File: src/rtl/trig_pkg.sv
package trig_pkg;
  localparam int SPILL_W = 16;

  typedef enum logic [2:0] {
    ST_IDLE,
    ST_ARMED,
    ST_DELAY,
    ST_GATE,
    ST_HOLD
  } acq_state_t;
endpackage

File: src/rtl/trig_edge.sv
module trig_edge #(
  parameter int N = 2
) (
  input  logic         clk,
  input  logic         rst,
  input  logic [N-1:0] din,
  output logic [N-1:0] rise
);
  logic [N-1:0] din_q;

  always_ff @(posedge clk) begin
    if (rst) din_q <= '0;
    else     din_q <= din;
  end

  genvar gi;
  generate
    for (gi = 0; gi < N; gi++) begin : g_bit
      assign rise[gi] = din[gi] & ~din_q[gi];
    end
  endgenerate
endmodule

File: src/rtl/trig_periodic.sv
module trig_periodic #(
  parameter int PER_W = 26
) (
  input  logic             clk,
  input  logic             rst,
  input  logic             en,
  input  logic [PER_W-1:0] period,
  output logic             tick
);
  logic [PER_W-1:0] pcnt;
  logic             run;

  assign run  = en && (period != '0);
  assign tick = run && (pcnt >= period - 1'b1);

  always_ff @(posedge clk) begin
    if (rst)               pcnt <= '0;
    else if (!run || tick) pcnt <= '0;
    else                   pcnt <= pcnt + 1'b1;
  end

  // ticks with a period above one are never back to back
  assert_tick_spacing_R7: assert property (@(posedge clk) disable iff (rst)
    (tick && period > 1 && $stable(period)) |=> !tick);
endmodule

File: src/rtl/trig_sat_counter.sv
module trig_sat_counter #(
  parameter int W = 8
) (
  input  logic         clk,
  input  logic         rst,
  input  logic         inc,
  output logic [W-1:0] cnt
);
  localparam logic [W-1:0] CNT_MAX = '1;

  always_ff @(posedge clk) begin
    if (rst)                         cnt <= '0;
    else if (inc && cnt != CNT_MAX)  cnt <= cnt + 1'b1;
  end

  // saturation holds the top value
  assert_sat_hold_R9: assert property (@(posedge clk) disable iff (rst)
    (cnt == CNT_MAX) |=> (cnt == CNT_MAX));

  // the count never goes down outside reset
  assert_no_decrease_R9: assert property (@(posedge clk) disable iff (rst)
    1'b1 |=> (cnt >= $past(cnt)));
endmodule

File: src/rtl/spill_acq_trigger.sv
module spill_acq_trigger
  import trig_pkg::*;
#(
  parameter int DLY_W    = 16,
  parameter int WID_W    = 12,
  parameter int PER_W    = 26,
  parameter int HOLD_CYC = 50000,
  parameter int RATE_CYC = 500000,
  parameter int MISS_W   = 8
) (
  input  logic               clk,
  input  logic               rst,
  input  logic               pre_trig,
  input  logic               beam_trig,
  input  logic [SPILL_W-1:0] spill_in,
  input  logic [DLY_W-1:0]   cfg_delay,
  input  logic [WID_W-1:0]   cfg_width,
  input  logic [PER_W-1:0]   cfg_period,
  input  logic               cfg_periodic_en,
  output logic               acq_gate,
  output logic               gate_src,
  output logic               busy,
  output logic [SPILL_W-1:0] spill_num,
  output logic [MISS_W-1:0]  missed_cnt
);
  localparam int HOLD_W = $clog2(HOLD_CYC + 1);
  localparam int RATE_W = $clog2(RATE_CYC + 1);
  localparam int DW_MAX = (DLY_W > WID_W) ? DLY_W : WID_W;
  localparam int TMR_W  = (DW_MAX > HOLD_W) ? DW_MAX : HOLD_W;
  localparam logic [TMR_W-1:0]  HOLD_LOAD = TMR_W'(HOLD_CYC - 1);
  localparam logic [RATE_W-1:0] RATE_LOAD = RATE_W'(RATE_CYC - 1);

  // ---------------- trigger edges and periodic source ----------------
  logic [1:0] trig_rise;
  logic       pre_rise, beam_rise, tick;

  trig_edge #(.N(2)) u_edge (
    .clk  (clk),
    .rst  (rst),
    .din  ({beam_trig, pre_trig}),
    .rise (trig_rise)
  );
  assign pre_rise  = trig_rise[0];
  assign beam_rise = trig_rise[1];

  trig_periodic #(.PER_W(PER_W)) u_periodic (
    .clk    (clk),
    .rst    (rst),
    .en     (cfg_periodic_en),
    .period (cfg_period),
    .tick   (tick)
  );

  // ---------------- rate limiter ----------------
  logic [RATE_W-1:0] rate_cnt;
  logic              rate_ok;
  logic              gate_open;

  assign rate_ok = (rate_cnt == '0);

  always_ff @(posedge clk) begin
    if (rst)             rate_cnt <= '0;
    else if (gate_open)  rate_cnt <= RATE_LOAD;
    else if (!rate_ok)   rate_cnt <= rate_cnt - 1'b1;
  end

  // ---------------- sequencer ----------------
  acq_state_t       state, state_n;
  logic [TMR_W-1:0] tmr, tmr_n;
  logic [TMR_W-1:0] width_load;
  logic             src_q, src_n;
  logic             pre_acc, drop_pre, drop_beam, miss_inc;

  assign width_load = (cfg_width == '0) ? '0 : TMR_W'(cfg_width - 1'b1);

  always_comb begin
    state_n   = state;
    tmr_n     = tmr;
    src_n     = src_q;
    pre_acc   = 1'b0;
    gate_open = 1'b0;
    case (state)
      ST_IDLE: begin
        if (pre_rise) begin
          state_n = ST_ARMED;
          pre_acc = 1'b1;
        end else if (tick && rate_ok) begin
          state_n   = ST_GATE;
          tmr_n     = width_load;
          src_n     = 1'b0;
          gate_open = 1'b1;
        end
      end
      ST_ARMED: begin
        if (beam_rise) begin
          state_n = ST_DELAY;
          tmr_n   = TMR_W'(cfg_delay);
        end
      end
      ST_DELAY: begin
        if (tmr != '0) begin
          tmr_n = tmr - 1'b1;
        end else if (rate_ok) begin
          state_n   = ST_GATE;
          tmr_n     = width_load;
          src_n     = 1'b1;
          gate_open = 1'b1;
        end
      end
      ST_GATE: begin
        if (tmr == '0) begin
          state_n = ST_HOLD;
          tmr_n   = HOLD_LOAD;
        end else begin
          tmr_n = tmr - 1'b1;
        end
      end
      ST_HOLD: begin
        if (tmr == '0) state_n = ST_IDLE;
        else           tmr_n   = tmr - 1'b1;
      end
      default: state_n = ST_IDLE;
    endcase
  end

  assign drop_pre  = pre_rise  && (state != ST_IDLE);
  assign drop_beam = beam_rise && (state != ST_ARMED);
  assign miss_inc  = drop_pre || drop_beam;

  always_ff @(posedge clk) begin
    if (rst) begin
      state     <= ST_IDLE;
      tmr       <= '0;
      src_q     <= 1'b0;
      acq_gate  <= 1'b0;
      gate_src  <= 1'b0;
      busy      <= 1'b0;
      spill_num <= '0;
    end else begin
      state    <= state_n;
      tmr      <= tmr_n;
      src_q    <= src_n;
      acq_gate <= (state_n == ST_GATE);
      gate_src <= src_n;
      busy     <= (state_n != ST_IDLE);
      if (pre_acc) spill_num <= spill_in;
    end
  end

  trig_sat_counter #(.W(MISS_W)) u_missed (
    .clk (clk),
    .rst (rst),
    .inc (miss_inc),
    .cnt (missed_cnt)
  );

  // ---------------- assertions ----------------
  // an open gate always shows as busy
  assert_gate_busy_R5: assert property (@(posedge clk) disable iff (rst)
    acq_gate |-> busy);

  // spill number only moves on an accepted pre-trigger
  assert_spill_stable_R2: assert property (@(posedge clk) disable iff (rst)
    !pre_acc |=> $stable(spill_num));

  // a gate opens only once the spacing window has run out
  assert_rate_spacing_R6: assert property (@(posedge clk) disable iff (rst)
    $rose(acq_gate) |-> ($past(rate_cnt) == '0));

  // no periodic gate while a spill is pending
  assert_spill_blocks_periodic_R8: assert property (@(posedge clk) disable iff (rst)
    (state == ST_ARMED || state == ST_DELAY) |=> !(acq_gate && !gate_src));

  // holdoff never goes straight into a gate
  assert_hold_no_gate_R5: assert property (@(posedge clk) disable iff (rst)
    (state == ST_HOLD) |=> !$rose(acq_gate));
endmodule

File: config.mk
export PLATFORM = sky130hd
export DESIGN_NAME = spill_acq_trigger
export DESIGN_NICKNAME = d
export VERILOG_FILES = /design/src/rtl/trig_pkg.sv /design/src/rtl/trig_edge.sv /design/src/rtl/trig_periodic.sv /design/src/rtl/trig_sat_counter.sv /design/src/rtl/spill_acq_trigger.sv
export SDC_FILE = /design/constraint.sdc
export NUM_CORES = 1
export LEC_CHECK = 0
export BUFFER_PORTS_ARGS = -buffer_cell sky130_fd_sc_hd__buf_2
export CORE_UTILIZATION = 35
export CTS_CLUSTER_DIAMETER = 100
export DETAILED_ROUTE_END_ITERATION = 12
export GPL_TIMING_DRIVEN = 0
export PLACE_DENSITY_LB_ADDON = 0.3
export SETUP_SLACK_MARGIN = 0.1
export SLEW_MARGIN = 10
export SYNTH_ARGS = -nofsm -noshare
export SYNTH_HDL_FRONTEND = slang
export SYNTH_HIERARCHICAL = 1
export SYNTH_SLANG_ARGS = --single-unit
File: constraint.sdc
create_clock -name clk -period 8.7 [get_ports clk]
set_clock_uncertainty 0.1 [all_clocks]
set_input_delay 1.74 -clock clk [delete_from_list [all_inputs] [get_ports clk]]
set_output_delay 1.74 -clock clk [all_outputs]
set_load 0.05 [all_outputs]
==> results of run 1 <==
-- through the flow --
| step | power [mW] | utilization, % | instance area, um2 | hold WS (ns) |
|---|---|---|---|---|
| 2_1_floorplan | 1.05 | - | 6030 | 0.352 |
| 3_3_place_gp | 1.19 | 40.8 | 6810 | 0.339 |
| 3_5_place_dp | 1.19 | 40.8 | 6810 | 0.348 |
| 4_1_cts | 1.64 | 42.8 | 7140 | 0.358 |
| 5_1_grt | 1.75 | 42.8 | 7140 | 0.376 |
| 6_report | 1.63 | 42.8 | 7140 | 0.357 |
-- synthesized netlist by cell type (3+ instances only) --
cell type   n
a211oi_1   13
a21o_1      7
a21oi_1    48
a221oi_1    3
a31oi_1     5
and3_1      7
and4_1      6
buf_2       6
buf_6       5
clkbuf_1   14
dfxtp_1    93
ha_1       36
inv_1      21
nand2_1    78
nand2b_1    7
nand3_1    27
nand3b_1    3
nand4_1    16
nand4b_1    3
nor2_1     52
nor2b_1     6
nor3_1     64
nor3_2     10
nor3b_1     5
nor4_1     15
o21a_1      3
o21ai_0    14
o31a_1      3
or3_1      12
or4_1       3
or4_4       6
xnor2_1    44
xor2_1     37
-- flip-flops by register name, indices dropped and copies added, names as in the netlist --
signal / flops
busy: 1
acq_gate: 1
state: 3
spill_num: 16
src_q: 1
rate_cnt: 19
tmr: 16
u_missed/cnt: 8
u_edge/din_q: 2
u_periodic/pcnt: 26
-- power breakdown --
| part | internal, mW | total [mW] | switching (mW) |
|---|---|---|---|
| registers | 0.488 | 0.550 | 0.0625 |
| logic | 0.263 | 0.640 | 0.377 |
| clock network | 0.269 | 0.438 | 0.168 |
-- tightest hold or removal path: stages (launching register included) --
cell and delay (ns):
dfxtp_1 0.31, nand2_1 0.05, a21oi_1 0.05
-- cells by family after synthesis --
group,after synthesis,synth area share (%)
compound gates,126,14.3
xor+xnor,81,11.8
fa+ha+maj,36,7.47
buf+inv,47,3.74
flops,93,30.9
mux,3,0.602
simple gates,341,31.2
-- worst paths after layout --
check	endpoint	slack [ns]	depth (start not counted)
worst max-delay path	tmr[1]	2.37	21
worst min-delay path	spill_num[9]	0.36	2
worst max register to register	tmr[1]	5.11	12
worst min register to register	spill_num[9]	0.36	2
-- area by class of cell --
type / instances / share of cell area, %
Inverter: 21 / 1.10
Multi-Input combinational cell: 587 / 55.2
Tap cell: 220 / 3.85
Clock inverter: 4 / 1.09
Sequential cell: 93 / 26.1
Buffer: 26 / 2.05
Timing Repair Buffer: 101 / 7.08
Clock buffer: 12 / 3.59
-- routing by layer --
metal	vias to the layer above	track usage (%)
li1	2866	-
met1	2501	24.0
met2	152	27.4
met3	16	2.85
met4	0	5.87
met5	-	0
==> metrics.txt, run 1 <==
fin. max-slew vios 0; HP Class reg2reg; Rel. slew slack 12.8%; Rows 47; WL per Instance between 10 and 15 um; largest net degree at the start of global routing 16; CP cell instances buf_2 -> inv_1 -> ha_1 -> or3b_2 -> clkbuf_1 -> nor3_4 -> nand2_2 -> nor4_2 -> xnor2_1 -> ha_1 -> nand4_1 -> nor3_1 -> a221oi_1 -> nand2_1 -> o21a_1 -> nor4b_1 -> a21oi_1 -> a211oi_1 -> o21ai_2 -> a2111oi_0 -> nor3_1; Die H 133 um; cell taking the most area after synthesis dfxtp_1; Detail Route met2 WL about 6300 um; syn_area_per_cell slightly above 8 um2; Syn-to-layout area delta 18.5%; first-pass GRT wire length 25100 um; share of cells above drive strength 1 between 20% and 30%; TritonCTS clock tree built; Final Critical Period between 6 and 7 ns; CTS Sinks 93; DIE WIDTH between 100 and 150 um; Routed WL 14800 um; P per Cell Area 228 mW/mm2; Synth Instances 727; Top delay family on crit path simple AND/OR/NAND/NOR gates; DRC viols 0; DIE AREA 0.0177 mm2; post-synth cell types 71; final hold violations 0; CTS clk-pin slew, worst paths 0.06 ns; top_reg_cell synth dfxtp_1; number of synthesized flops with an enable pin 0; YS warnings 6; Max-Cap Viols 0; Synth area leaders dfxtp_1 31%, ha_1 7.5%, xnor2_1 6.4%, xor2_1 5.4%, nor3_1 5.3%; most frequent cells in the layout 107 x buf_2, 93 x dfxtp_1, 78 x nand2_1, 64 x nor3_1, 52 x nor2_1; Crit path buffers/inverters 3; wire length on met3 765 um; critical path endpoint category flop; # diodes 0; Critical Path Slowest Stage Cell or3b_2; crit path max fanout 9; vias in the first global route ~5200; clk buf depth 2; CTS buffer count 9; Max Freq 158 MHz; core area 0.0167 mm2; status complete, no violations; post-cts sizing count 0; final worst slack approximately 2.4 ns; Mapped Nets 838; post-synthesis register bit count 93; Final Net Count between 900 and 1000; register area 0.00186 mm2; final setup fails 0; post-DP HPWL 11100 um; total gr overflow 0; placed insts 1048; leak pwr 2.88 nW; Critical path origin cfg_period[0]; via count 5535; IO Pins 102; startpoint types primary input; CP Class in2reg; H-tree levels 3; Critical Path AT 6.43 ns; Slowest Stage Delay on Critical Path 0.44 ns; DP Worst Slack 2.02 ns; RSZ-0062 raised after global routing false; CTS root buffer clkbuf_16; antenna violation net count after detailed routing 0; Metal-1 WL 7510 um; global-route usage over all layers 17.4%; first-pass detailed-route iteration total 6; TNS Setup 0 ns; Least-Margin Pin Slew 1.30 ns; fin cells 1064; Initial DRC Count approximately 350; hold wc startpoint spill_num[9]; Post-Syn Area approximately 0.0060 mm2; sequential area share after synthesis a little under a third; FILL cells 1744; VDD IR max 124 uV; top-area cell type share of the netlist area 30.9%; IO Port Bufs 101; worst-skew pair later-pin latency around 0.35 ns; required time of the critical path 8.80 ns; area of the multi-input gates 0.00394 mm2; post-CTS setup buffers 0; cts hold-fix bufs 0; antenna violations before repair 0; top sig layer met4; Initial Util between 30 and 40%; Crit Reg-Reg Startpoint u_periodic/pcnt[24]; asr flop ratio synth 0%; via/cell ratio 5.20; commonest non-fill, non-tap cell in the layout buf_2; final period utilization 72.7%; gpl congestion slightly above 0.8
Power figures use the tool's default switching activity.
==> run 2, diff against run 1 <==
clock period = 5.74 ns   (was 8.7 ns; I/O delays follow)
==> run 2 against run 1 <==
Against the previous run:
- via count shrank 0.29%
- combinational power is 52% higher
- clock power rose by 51%
- cell area grew 0.60%
- total power increased by 52%
- first-iteration DRC count shrank 19%
- register-to-register slack worse by 2.7 ns
- count of clock-buffer cells in the layout stayed put
- global-route usage hardly changed
- worst setup slack worse by 1.9 ns
- critical path depth stayed put
- sequential power up 52%
==> metrics.txt, run 2 (synthesis gave the netlist of run 1 again) <==
final hold violations 0 (unchanged); required time of the critical path 5.84 ns (-2.96 ns); crit path max fanout 9 (unchanged); share of cells above drive strength 1 20.9% (+0.78 points); P per Cell Area 344 mW/mm2 (+51%); first-pass GRT wire length 25200 um (+0.28%); area of the multi-input gates 0.00397 mm2 (+0.64%); Largest regs u_periodic/pcnt (26), rate_cnt (19); register area 0.00186 mm2 (unchanged); antenna violations before repair 0 (unchanged); worst-skew pair later-pin latency 0.35 ns (about the same); antenna violation net count after detailed routing 0 (unchanged); DIE AREA 0.0177 mm2 (unchanged); first-pass detailed-route iteration total 4 (-2); commonest non-fill, non-tap cell in the layout buf_2; CTS root buffer clkbuf_16; Rel. slew slack 14.2% (+1.3 points); via count 5519 (-0.29%); Max Freq between 150 and 200 MHz; HP Class reg2reg; IO Port Bufs 101 (unchanged); Top delay family on crit path simple AND/OR/NAND/NOR gates; Final Critical Period 5.25 ns; largest net degree at the start of global routing 16 (unchanged); Crit path buffers/inverters 3 (unchanged); gpl congestion 0.816 (unchanged); Routed WL 14800 um (+0.18%); # diodes 0 (unchanged); DRC viols 0 (unchanged); fin cells 1066 (+0.19%); global-route usage over all layers 17.4% (+0.049 points); final setup fails 0 (unchanged); CP cell instances buf_2 -> inv_1 -> ha_1 -> or3b_2 -> clkbuf_1 -> nor3_4 -> nand2_2 -> nor4_2 -> xnor2_1 -> ha_1 -> nand4_1 -> nor3_2 -> nand3_1 -> nor3_1 -> o21a_1 -> nor4b_2 -> a21oi_1 -> a211oi_2 -> o21ai_2 -> a2111oi_0 -> nor3_1; via/cell ratio 5.18 (-0.48%); total power 2.47 mW (+52%); TritonCTS clock tree built; total gr overflow 0 (unchanged); Slowest Stage Delay on Critical Path 0.44 ns (about the same); final period utilization a little over 90%; placed insts 1048 (unchanged); CTS buffer count 9 (unchanged); VDD IR max 188 uV (+52%); FILL cells 1740 (-0.23%); Least-Margin Pin Slew 1.28 ns (-0.0199 ns); Max-Cap Viols 0 (unchanged); H-tree levels 3 (unchanged); cts hold-fix bufs 0 (unchanged); Most flops, register u_periodic/pcnt; leak pwr 2.89 nW (+0.43%); WL per Instance 13.9 um (about the same); Initial Util 36.1% (unchanged); Die H 133 um (unchanged); vias in the first global route 5238 (+0.36%); clk buf depth 2 (unchanged); most frequent cells in the layout 106 x buf_2, 93 x dfxtp_1, 77 x nand2_1, 63 x nor3_1, 52 x nor2_1; Syn-to-layout area delta 19.2%; post-DP HPWL 11100 um (unchanged); Rows 47 (unchanged); status complete, no violations; CP Class in2reg; DP Worst Slack -0.352 ns (-2.37 ns); IO Pins 102 (unchanged); CTS clk-pin slew, worst paths 0.07 ns (about the same); DIE WIDTH 133 um (unchanged); Critical Path AT 5.35 ns (-1.08 ns); Critical Path Slowest Stage Cell or3b_2; core area 0.0167 mm2 (unchanged); critical path endpoint category flop; Initial DRC Count 282 (-19%); RSZ-0062 raised after global routing false; Final Net Count 952 (+0.21%); CTS Sinks 93 (unchanged); startpoint types primary input; fin. max-slew vios 0 (unchanged); final worst slack 0.488 ns (-1.89 ns); max FFs per register 26 (unchanged)
-- run 2: tightest hold or removal path, cell delays in order, from the launching register on --
cell	delay (ns)
dfxtp_1	0.31
nand2_1	0.05
a21oi_1	0.05
-- run 2: stage by stage --
step	hold slack (ns)	cell area (um2)	util [%]	setup TNS, ns
3_3_place_gp	0.339	6810	40.8	-10.02
6_report	0.356	7180	43.0	0
5_1_grt	0.376	7180	43.0	0
4_1_cts	0.358	7150	42.8	0
3_5_place_dp	0.348	6810	40.8	-9.14
2_1_floorplan	0.352	6030	-	0
-- run 2: worst paths after layout --
path | endpoint | startpoint | cells after the start | slack (ns)
max | tmr[1] | cfg_period[0] | 21 | 0.49
min | spill_num[8] | spill_num[8] | 2 | 0.36
max reg2reg | rate_cnt[15] | u_periodic/pcnt[0] | 13 | 2.45
min reg2reg | spill_num[8] | spill_num[8] | 2 | 0.36
-- run 2: final cells by class --
| type | count | share of cell area [%] |
|---|---|---|
| clock inverter | 4 | 1.08 |
| clock buffer | 12 | 3.57 |
| inverter | 21 | 1.10 |
| buffer | 26 | 2.07 |
| tap | 220 | 3.83 |
| multi-input combinational | 587 | 55.2 |
| timing repair buffer | 103 | 7.24 |
| sequential | 93 | 25.9 |
-- run 2: power breakdown --
part | leakage, nW | internal, mW | switching, mW
combinational | 1.97 | 0.400 | 0.575
sequential | 0.757 | 0.739 | 0.0956
clock | 0.163 | 0.408 | 0.255
total | 2.89 | 1.55 | 0.926
-- run 2: repair_timing --
action	CTS	global route
setup buffers	0	2
pin swaps	0	1
endpoints found under the setup margin	23	37
endpoints found under the hold margin	0	0
resized for setup	2	4
gates cloned	0	0
-- run 2: per-layer routing --
metal | global-route usage (%) | vias to the layer above | wire [um] | share of wire, %
li1 | - | 2869 | - | -
met1 | 24.0 | 2498 | 7480 | 51
met2 | 27.5 | 136 | 6360 | 43
met3 | 2.85 | 16 | 726 | 4.9
met4 | 5.87 | 0 | 226 | 1.5
met5 | 0 | - | 0 | 0
==> run 3, diff against run 2 <==
CTS_BUF_LIST = sky130_fd_sc_hd__clkbuf_4   (was not set)
clock period = 4.2 ns   (was 5.74 ns; I/O delays follow)
==> run 3 against run 2 <==
Against the previous run:
- the run now ends with setup timing left
- count of clock-buffer cells in the layout fell by 1
- die area did not move
- combinational power rose by 47%
- critical path depth rose by 1
- sequential power rose by 38%
- critical path type unchanged
- largest cell class unchanged
==> metrics.txt, run 3 (synthesis gave the netlist of run 1 again) <==
status finished, violations left; failing checks setup timing; post-DP HPWL 10800 um (-2.5%); CP Class in2reg; IO Port Bufs 101 (unchanged); Final Net Count 973 (+2.2%); DIE WIDTH 133 um (unchanged); vias in the first global route 5293 (+1.1%); Routed WL 15000 um (+1.7%); CTS Sinks 93 (unchanged); P per Cell Area 409 mW/mm2 (+19%); combinational share of power 47.1% (+7.7 points); clk buf depth 2 (unchanged); Syn-to-layout area delta 23.0%; max FFs per register 26 (unchanged); core area 0.0167 mm2 (unchanged); Internal 1.74 mW (+13%); first-pass GRT wire length 25400 um (+0.85%); antenna violation net count after detailed routing 0 (unchanged); Rows 47 (unchanged); gpl congestion 0.813 (-0.43%); sequential power share 37.8% (+4.0 points); most frequent cells in the layout 102 x buf_2, 93 x dfxtp_1, 75 x nand2_1, 57 x nor3_1, 47 x a21oi_1; final worst slack -0.153 ns (-0.641 ns); HP Class reg2reg; via count 5614 (+1.7%); H-tree levels 3 (unchanged); sw frac 42.6% (+5.2 points); Initial Util 36.1% (unchanged); largest net degree at the start of global routing 16 (unchanged); global-route usage over all layers 17.5% (+0.11 points); Critical Path AT 4.62 ns (-0.73 ns); Slowest Stage Delay on Critical Path 0.37 ns (-0.07 ns); CTS buffer count 9 (unchanged); Least-Margin Pin Slew 0.796 ns (-0.481 ns); DIE AREA 0.0177 mm2 (unchanged); total power 3.03 mW (+23%); Final Critical Period roughly 4.4 ns; Design Area, Final 0.00741 mm2 (+3.2%); final hold violations 0 (unchanged); commonest non-fill, non-tap cell in the layout buf_2; TritonCTS clock tree built; CP cell instances buf_8 -> inv_4 -> ha_4 -> or3b_4 -> buf_8 -> nor3_4 -> nand2_2 -> nor4_4 -> xnor2_1 -> ha_1 -> nand4_1 -> nor3_2 -> nand3_2 -> nor3_2 -> o21a_1 -> nor4b_4 -> a21oi_2 -> a211oi_2 -> o31a_2 -> buf_4 -> a21oi_1 -> a31o_2; cts hold-fix bufs 0 (unchanged); crit path max fanout 5 (-4); WL per Instance 13.8 um (-0.36%); first-pass detailed-route iteration total 8 (+4); leak pwr 2.96 nW (+2.4%); Critical Path Slowest Stage Cell or3b_4; Max Freq between 200 and 250 MHz; antenna violations before repair 1 (+1); startpoint types primary input; Clk pwr share 15.0% (-12 points); share of cells above drive strength 1 27.3% (+6.4 points); via/cell ratio 5.16 (-0.34%); Die H 133 um (unchanged); Crit path buffers/inverters 4 (+1); worst-skew pair later-pin latency 0.46 ns (+0.11 ns); total gr overflow 0 (unchanged); placed insts 1048 (unchanged); CTS root buffer clkbuf_4; critical path endpoint category flop; Net Switching 1.29 mW (+40%); required time of the critical path 4.47 ns (-1.37 ns); placed cell areas 0.00690 mm2 (+1.3%); Largest regs u_periodic/pcnt (26), rate_cnt (19); Most flops, register u_periodic/pcnt; VDD IR max 186 uV (-0.94%); CTS clk-pin slew, worst paths 0.15 ns (+0.08 ns); Rel. slew slack 46.6% (+32 points); Initial DRC Count 261 (-7.4%); fin cells 1088 (+2.1%); TNS Setup -1.88 ns (-1.88 ns); final setup fails 24 (+24); Max-Cap Viols 0 (unchanged); RSZ-0062 raised after global routing true; fin. max-slew vios 0 (unchanged); IO Pins 102 (unchanged); DP Worst Slack -1.08 ns (-0.727 ns); final period utilization 104%; DRC viols 0 (unchanged); Top delay family on crit path simple AND/OR/NAND/NOR gates
[run 3: cell count changes in the layout (fill, tap and decap cells not counted), moves of 4 or more]
cell | before | now
nor2_2 | 0 | 6
clkbuf_16 | 9 | 0
buf_6 | 5 | 12
a211oi_2 | 1 | 6
clkbuf_4 | 1 | 11
nor3_1 | 63 | 57
buf_4 | 3 | 19
nor2_1 | 52 | 44
a211oi_1 | 12 | 7
buf_2 | 106 | 102
nor3_2 | 11 | 17
[run 3: final timing paths]
kind / cells after the start / end / slack, ns / from
worst max register to register: 14 / tmr[10] / 1.12 / u_periodic/pcnt[0]
worst max-delay path: 22 / tmr[10] / -0.15 / cfg_period[1]
worst min-delay path: 2 / spill_num[3] / 0.36 / spill_num[3]
worst min register to register: 2 / spill_num[3] / 0.36 / spill_num[3]
[run 3: area by class of cell]
cell class	count	area (um2)
antenna	1	2.50
buffer	26	175
clock buffer	11	82.6
clock inverter	5	36.3
fill	1714	9290
inverter	21	83.8
multi-input combinational	587	4170
sequential	93	1860
tap	220	275
timing repair buffer	124	728
[run 3: layer usage]
layer | track usage [%] | part of all wire (%)
met1 | 23.9 | 50
met2 | 28.0 | 45
met3 | 2.66 | 4.1
met4 | 6.25 | 1.5
met5 | 0 | 0
[run 3: power by group through the flow]
stage / clock, mW / combinational, mW / sequential [mW]
floorplan: 0 / 0.997 / 1.19
global placement: 0 / 1.32 / 1.16
detailed placement: 0 / 1.33 / 1.16
CTS: 0.480 / 1.40 / 1.15
global route: 0.514 / 1.59 / 1.17
finish: 0.456 / 1.43 / 1.15
[run 3: stage by stage]
stage | hold slack [ns] | util, %
after detailed placement | 0.344 | 41.3
after CTS | 0.366 | 43.8
after global placement | 0.339 | 41.3
after global routing | 0.389 | 44.4
final | 0.361 | 44.4
after floorplan | 0.352 | -
[run 3: what timing repair did]
action                     in CTS  in global routing
gates cloned                    2                  0
buffers inserted               16                  6
gates resized for setup        34                 18
setup endpoints to repair      40                 40
pin swaps                      18                  9
[run 3: tightest hold or removal path: stages (launching register included)]
cell and delay, ns:
dfxtp_1 0.34, nand2_1 0.05, a21oi_1 0.05
